==> src/rtl/wht_pkg.sv <==
package wht_pkg;

  typedef enum logic {
    ST_IDLE = 1'b0,
    ST_RUN  = 1'b1
  } seq_state_e;

endpackage

==> src/rtl/wht_butterfly.sv <==
// Radix-2 processing element: one sum and one difference per cycle.
module wht_butterfly #(
  parameter int W = 17
) (
  input  logic [W-1:0] op_lo,
  input  logic [W-1:0] op_hi,
  output logic [W-1:0] res_sum,
  output logic [W-1:0] res_dif
);

  always_comb begin
    res_sum = op_lo + op_hi;
    res_dif = op_lo - op_hi;
  end

endmodule

==> src/rtl/wht_seq.sv <==
// Stage / pair sequencer: walks LOG2N stages of N/2 butterflies each.
module wht_seq
  import wht_pkg::*;
#(
  parameter int LOG2N = 5,
  parameter int PW    = LOG2N - 1,
  parameter int SW    = (LOG2N > 1) ? $clog2(LOG2N) : 1
) (
  input  logic          clk,
  input  logic          rst_ni,
  input  logic          start,
  output logic          busy,
  output logic          done,
  output logic [SW-1:0] stage,
  output logic [PW-1:0] pair
);

  localparam int HALF = 1 << PW;

  seq_state_e    state_q, state_d;
  logic [SW-1:0] stage_q, stage_d;
  logic [PW-1:0] pair_q,  pair_d;
  logic          done_q,  done_d;

  always_comb begin
    state_d = state_q;
    stage_d = stage_q;
    pair_d  = pair_q;
    done_d  = 1'b0;
    unique case (state_q)
      ST_IDLE: begin
        if (start) begin
          state_d = ST_RUN;
          stage_d = '0;
          pair_d  = '0;
        end
      end
      ST_RUN: begin
        pair_d = pair_q + 1'b1;
        if (pair_q == PW'(HALF - 1)) begin
          pair_d = '0;
          if (stage_q == SW'(LOG2N - 1)) begin
            state_d = ST_IDLE;
            done_d  = 1'b1;
          end else begin
            stage_d = stage_q + 1'b1;
          end
        end
      end
      default: state_d = ST_IDLE;
    endcase
  end

  always_ff @(posedge clk or negedge rst_ni) begin
    if (!rst_ni) begin
      state_q <= ST_IDLE;
      stage_q <= '0;
      pair_q  <= '0;
      done_q  <= 1'b0;
    end else begin
      state_q <= state_d;
      stage_q <= stage_d;
      pair_q  <= pair_d;
      done_q  <= done_d;
    end
  end

  assign busy  = (state_q == ST_RUN);
  assign done  = done_q;
  assign stage = stage_q;
  assign pair  = pair_q;

endmodule

==> src/rtl/wht_bank.sv <==
// One ping-pong buffer: a sample write port, a paired (2i, 2i+1) write port
// and two combinational read ports.
module wht_bank #(
  parameter int DEPTH = 32,
  parameter int W     = 17,
  parameter int AW    = $clog2(DEPTH)
) (
  input  logic          clk,
  input  logic          ld_en,
  input  logic [AW-1:0] ld_addr,
  input  logic [W-1:0]  ld_data,
  input  logic          pw_en,
  input  logic [AW-2:0] pw_idx,
  input  logic [W-1:0]  pw_even,
  input  logic [W-1:0]  pw_odd,
  input  logic [AW-1:0] ra_addr,
  input  logic [AW-1:0] rb_addr,
  output logic [W-1:0]  ra_data,
  output logic [W-1:0]  rb_data
);

  logic [W-1:0] words [DEPTH];

  for (genvar g = 0; g < DEPTH; g++) begin : g_word
    localparam bit IS_ODD = (g % 2) == 1;
    logic         we;
    logic [W-1:0] wd;
    logic [W-1:0] word_q;

    always_comb begin
      we = 1'b0;
      wd = ld_data;
      if (pw_en && (pw_idx == (AW-1)'(g / 2))) begin
        we = 1'b1;
        wd = IS_ODD ? pw_odd : pw_even;
      end else if (ld_en && (ld_addr == AW'(g))) begin
        we = 1'b1;
      end
    end

    always_ff @(posedge clk) begin
      if (we) word_q <= wd;
    end

    assign words[g] = word_q;
  end

  assign ra_data = words[ra_addr];
  assign rb_data = words[rb_addr];

endmodule

==> src/rtl/wht_engine.sv <==
module wht_engine
  import wht_pkg::*;
#(
  parameter int LOG2N = 5,
  parameter int IN_W  = 12,
  parameter int OUT_W = IN_W + LOG2N
) (
  input  logic             clk,
  input  logic             rst_n,
  input  logic             load_valid,
  input  logic [IN_W-1:0]  load_data,
  input  logic             start,
  output logic             busy,
  output logic             done,
  input  logic             unload_req,
  output logic             unload_valid,
  output logic [OUT_W-1:0] unload_data
);

  localparam int N          = 1 << LOG2N;
  localparam int AW         = LOG2N;
  localparam int PW         = LOG2N - 1;
  localparam int SW         = (LOG2N > 1) ? $clog2(LOG2N) : 1;
  localparam int GUARD      = OUT_W - IN_W;
  localparam bit FINAL_IN_B = (LOG2N % 2) == 1;

  // reset: asserted asynchronously, released on the clock
  logic [1:0] rst_sync_q;
  logic       rst_ni;

  always_ff @(posedge clk or negedge rst_n) begin
    if (!rst_n) rst_sync_q <= 2'b00;
    else        rst_sync_q <= {rst_sync_q[0], 1'b1};
  end
  assign rst_ni = rst_sync_q[1];

  // sequencer
  logic          busy_w;
  logic [SW-1:0] stage_w;
  logic [PW-1:0] pair_w;

  wht_seq #(.LOG2N(LOG2N), .PW(PW), .SW(SW)) u_seq (
    .clk   (clk),
    .rst_ni(rst_ni),
    .start (start),
    .busy  (busy_w),
    .done  (done),
    .stage (stage_w),
    .pair  (pair_w)
  );
  assign busy = busy_w;

  // port acceptance
  logic start_acc, ld_fire, ul_fire;
  assign start_acc = start & ~busy_w;
  assign ld_fire   = load_valid & ~busy_w;
  assign ul_fire   = unload_req & ~busy_w;

  // load / unload index counters
  logic [AW-1:0]    ld_idx_q, ld_idx_d;
  logic [AW-1:0]    ul_idx_q, ul_idx_d;
  logic             ul_vld_q, ul_vld_d;
  logic [OUT_W-1:0] ul_dat_q, ul_dat_d;
  logic [OUT_W-1:0] final_rd;

  always_comb begin
    ld_idx_d = ld_idx_q;
    ul_idx_d = ul_idx_q;
    if (ld_fire) ld_idx_d = ld_idx_q + 1'b1;
    if (ul_fire) ul_idx_d = ul_idx_q + 1'b1;
    if (start_acc) begin
      ld_idx_d = '0;
      ul_idx_d = '0;
    end
    ul_vld_d = ul_fire;
    ul_dat_d = ul_fire ? final_rd : ul_dat_q;
  end

  always_ff @(posedge clk or negedge rst_ni) begin
    if (!rst_ni) begin
      ld_idx_q <= '0;
      ul_idx_q <= '0;
      ul_vld_q <= 1'b0;
      ul_dat_q <= '0;
    end else begin
      ld_idx_q <= ld_idx_d;
      ul_idx_q <= ul_idx_d;
      ul_vld_q <= ul_vld_d;
      ul_dat_q <= ul_dat_d;
    end
  end

  assign unload_valid = ul_vld_q;
  assign unload_data  = ul_dat_q;

  // datapath: fixed geometry, read i and i+N/2, write 2i and 2i+1
  logic             src_is_b;
  logic [AW-1:0]    rd_lo_addr, rd_hi_addr;
  logic [OUT_W-1:0] a_lo, a_hi, b_lo, b_hi;
  logic [OUT_W-1:0] op_lo, op_hi, res_sum, res_dif;
  logic [OUT_W-1:0] ld_ext;

  assign src_is_b   = stage_w[0];
  assign rd_lo_addr = busy_w ? {1'b0, pair_w} : ul_idx_q;
  assign rd_hi_addr = {1'b1, pair_w};
  assign ld_ext     = {{GUARD{load_data[IN_W-1]}}, load_data};

  wht_bank #(.DEPTH(N), .W(OUT_W), .AW(AW)) u_bank_a (
    .clk    (clk),
    .ld_en  (ld_fire),
    .ld_addr(ld_idx_q),
    .ld_data(ld_ext),
    .pw_en  (busy_w & src_is_b),
    .pw_idx (pair_w),
    .pw_even(res_sum),
    .pw_odd (res_dif),
    .ra_addr(rd_lo_addr),
    .rb_addr(rd_hi_addr),
    .ra_data(a_lo),
    .rb_data(a_hi)
  );

  wht_bank #(.DEPTH(N), .W(OUT_W), .AW(AW)) u_bank_b (
    .clk    (clk),
    .ld_en  (1'b0),
    .ld_addr('0),
    .ld_data('0),
    .pw_en  (busy_w & ~src_is_b),
    .pw_idx (pair_w),
    .pw_even(res_sum),
    .pw_odd (res_dif),
    .ra_addr(rd_lo_addr),
    .rb_addr(rd_hi_addr),
    .ra_data(b_lo),
    .rb_data(b_hi)
  );

  assign op_lo = src_is_b ? b_lo : a_lo;
  assign op_hi = src_is_b ? b_hi : a_hi;

  wht_butterfly #(.W(OUT_W)) u_pe (
    .op_lo  (op_lo),
    .op_hi  (op_hi),
    .res_sum(res_sum),
    .res_dif(res_dif)
  );

  if (FINAL_IN_B) begin : g_final_b
    assign final_rd = b_lo;
  end else begin : g_final_a
    assign final_rd = a_lo;
  end

endmodule

==> config.mk <==
export PLATFORM = sky130hd
export DESIGN_NAME = wht_engine
export DESIGN_NICKNAME = d
export VERILOG_FILES = /design/src/rtl/wht_pkg.sv /design/src/rtl/wht_butterfly.sv /design/src/rtl/wht_seq.sv /design/src/rtl/wht_bank.sv /design/src/rtl/wht_engine.sv
export SDC_FILE = /design/constraint.sdc
export NUM_CORES = 2
export LEC_CHECK = 0
export BUFFER_PORTS_ARGS = -buffer_cell sky130_fd_sc_hd__buf_4
export CAP_MARGIN = 20
export CORE_ASPECT_RATIO = 0.8
export CORE_UTILIZATION = 60
export DETAILED_ROUTE_END_ITERATION = 12
export PLACE_DENSITY_LB_ADDON = 0.1
export SLEW_MARGIN = 30
export SYNTH_ARGS = -nofsm -noshare
export SYNTH_HDL_FRONTEND = slang
export SYNTH_SLANG_ARGS = --single-unit
==> constraint.sdc <==
create_clock -name clk -period 1.9 [get_ports clk]
set_clock_uncertainty 0.2 [all_clocks]
set_input_delay 0.38 -clock clk [delete_from_list [all_inputs] [get_ports clk]]
set_output_delay 0.38 -clock clk [all_outputs]
set_load 0.02 [all_outputs]
==> flow_summary.ini <==
[status]
status = complete, but fails checks
violations = negative setup slack

[worst_setup_path]
cpMaxStageDelayCell = a211oi_4
critPathRequiredTime_ns = 2.14
start_kind = flip-flop
end_kind = flip-flop
path_class = reg2reg
crit_chain = mux2i_4, buf_12, buf_16, buf_16, buf_12, nand2_4, and3_4, a311oi_2, a31oi_2, a211oi_4, a21oi_4, a21oi_2, ha_1, a211o_1, buf_6, a2111oi_4, nor2_4, o31ai_4, a221o_1, and3_4, buf_12, buf_16, o31ai_2
r2r-end = u_bank_a.g_word[27].word_q[16]
crit_fanout = 8
reg2reg_depth = 23
r2r-start = u_seq.busy
critical_path.max_stage_delay_ns = 0.55
r2r_slack_ns = -3.69
arrival_ns = 5.82

[sta]
max_clock_freq_mhz = 179
finalSetupViolations = 2173
hold_viol_final = 0
finalWorstSetupSlack_ns = -3.69
drv_slew = 0
fin_crit_ns = 5.59
post-route-period-util_pct = 294
worst_pin_slew_ns = 0.771
rsz0062_at_grt = true
maxSlewHeadroom_pct = 48.6

[synth]
synth_cell_type_count = 61
ys_seq_elements = 1111
synth_mux_area_share_pct = 6.76
synth_top_area_share_pct = 56.1
synthTopCellsByCount = nand2_1, edfxtp_1, nor2_1
syn_inst = 5518
synth_area_leaders = edfxtp_1, nand2_1, mux4_2
syn-num-nets = 5582
synth_compound_area_share_pct = 12.0
synth_fa_ha_area_share_pct = 1.05
synth_seq_area_share_pct = 57.8
syn_avg_cell_area_um2 = 10.4
synth-simple-area-share_pct = 17.5
synth_xor_xnor_area_share_pct = 0.519
ys_async_sr_fraction_pct = 3.51
yosysWarnings = 0
synth_ff_type = edfxtp_1
synth_edf_count = 1072
yosysMostFrequentCell = nand2_1
synth_top_family_by_area = simple AND/OR/NAND/NOR gates
synth_area_um2 = 57300
synth_top_area_cell = edfxtp_1

[cells_and_area]
multi_input_area_um2 = 24300
fillerInstances = 5622
drive_gt1_share_pct = 28.8
final_cells = 7423
final-seq-area_um2 = 33200
layout.nets = 6153
syn_to_final_growth_pct = 29.7

[routing]
via_per_inst = 6.94
first_iter_violations = 9654
routed_wl_um = 217000
num_vias = 51500
detail-route-antenna-nets = 0
route.detailed.drc = 0
firstDrtPassIters = 6
avgRoutedWirePerCell_um = 29.3

[placement]
place_congestion = 0.974
dp.cells = 7067
pre_cts_ws_ns = -4.12
dp.final_hpwl_um = 137000
io_buffer_count = 36

[floorplanning]
rows = 101
start_util_pct = 60.5
core-area_um2 = 94800
die_h_um = 279
fp.dieArea_um2 = 96800
ios = 37
die_x_um = 348

[clocking]
cts_tree = done
clock-sinks = 1111
clockBufferDepth = 3
ctsRootBufferMaster = clkbuf_16
numCtsBuffers = 109
clk_latency_ns = 0.71
ctsHtreeMaxLevel = 3
clkSlewWorstSetupHoldPaths_ns = 0.07

[global_route]
grt_max_degree = 90
track_usage_pct = 43.4
grt_pass1_vias = 48200
grt_first_pass_wirelength_um = 309000
antenna_found_initial = 6
overflow = 0

[worst_hold_path]
hp-class = reg2async

[job]
timing.max_cap.violations = 0
==> cell families (layout without fill, tap and decap cells) <==
family | Yosys count | in the layout
buffers and inverters | 625 | 1292
AO/OA/AOI/OAI | 1113 | 1113
flip-flops | 1111 | 1111
AND/OR/NAND/NOR | 2413 | 2413
adder cells (fa/ha/maj) | 47 | 47
multiplexers | 174 | 174
XOR/XNOR | 34 | 34
other | 1 | 3
==> timing repair <==
action	4_1_cts	5_1_grt
hold buffers	11	0
resized for setup	279	243
endpoints found under the hold margin	92	0
pin swaps	73	93
cloned	21	11
setup endpoints to repair	2171	2175
setup buffers	83	42
==> worst max-delay path: cells and delay by family (launching register included) <==
kind,cells,cell delay (ns)
AO/OA/AOI/OAI,10,2.57
adder cells (fa/ha/maj),1,0.27
flip-flops,1,0.45
AND/OR/NAND/NOR,4,0.54
multiplexers,1,0.27
buffers and inverters,7,0.97
==> placed cells by master, fill, tap and decap left out, types with 12 or more instances in the layout <==
master,n
a31oi_4,12
nand3_1,263
o21ai_1,30
and3_4,12
a21oi_2,62
and3_1,129
a31oi_1,59
a311oi_2,58
nor2_1,545
a22oi_1,23
clkbuf_16,123
nor3_1,13
a211oi_2,24
nor2b_1,16
clkinv_2,23
o21ai_2,51
ha_1,30
a21oi_1,115
inv_1,55
nand2b_1,44
o21ai_0,407
buf_4,716
a311oi_1,124
a211oi_1,23
xnor2_2,19
clkinv_1,14
dfrtp_1,32
edfxtp_1,1072
mux4_2,170
buf_12,205
clkbuf_8,12
a21oi_4,20
buf_16,22
nor3_2,18
nand2_1,1308
bufinv_16,16
buf_6,42
clkbuf_1,15
==> per-layer routing <==
metal	routed length [µm]	part of all wire, %	global-route usage (%)
met5	13	0.0060	0
met4	13100	6.0	22.7
met3	36600	17	13.6
met2	90900	42	61.0
met1	76600	35	60.5
==> sequential cells by signal (all words and copies together) (netlist names) <==
name                    cells
u_seq.stage                 3
ul_idx_q                    5
u_seq.busy                  1
rst_sync_q                  2
u_seq.done                  1
u_bank_a.g_word.word_q    544
unload_data                17
ld_idx_q                    5
unload_valid                1
u_seq.pair                  4
u_bank_b.g_word.word_q    528
==> worst max-delay path by stage <==
stage / start / endpoint / slack (ns) / cells past startpoint
final: u_seq.busy / u_bank_a.g_word[27].word_q[16] / -3.69 / 23
after global routing: u_seq.busy / u_bank_a.g_word[21].word_q[16] / -3.75 / 27
after CTS: u_seq.busy / u_bank_a.g_word[23].word_q[16] / -3.51 / 24
after detailed placement: u_seq.busy / u_bank_a.g_word[7].word_q[15] / -4.12 / 25
after global placement: u_seq.busy / u_bank_a.g_word[15].word_q[15] / -4.01 / 25
after floorplan: u_seq.busy / u_bank_a.g_word[11].word_q[16] / -3.13 / 27
==> stage by stage <==
step	instance area (µm²)	hold slack (ns)	utilization (%)	setup TNS (ns)
6_report	74400	0.0241	78.5	-4812.49
5_1_grt	74400	0.0382	78.5	-5027.64
4_1_cts	72800	0.00873	76.8	-4599.85
3_5_place_dp	66200	-0.0350	69.9	-5003.69
3_3_place_gp	66200	-0.0365	69.9	-4898.86
2_1_floorplan	57800	-0.116	-	-4299.17
==> area by class of cell <==
cell class	count	share of cell area, %
Inverter	60	0.306
Multi-Input combinational cell	3782	32.7
Antenna cell	2	0.00673
Clock buffer	139	4.06
Tap cell	1236	2.08
Timing Repair Buffer	1025	15.2
Clock inverter	68	1.05
Sequential cell	1111	44.6
Power is left out: the tool's default activity adds up to more than one toggle a clock period on the data nets, which glitch-free logic cannot reach.
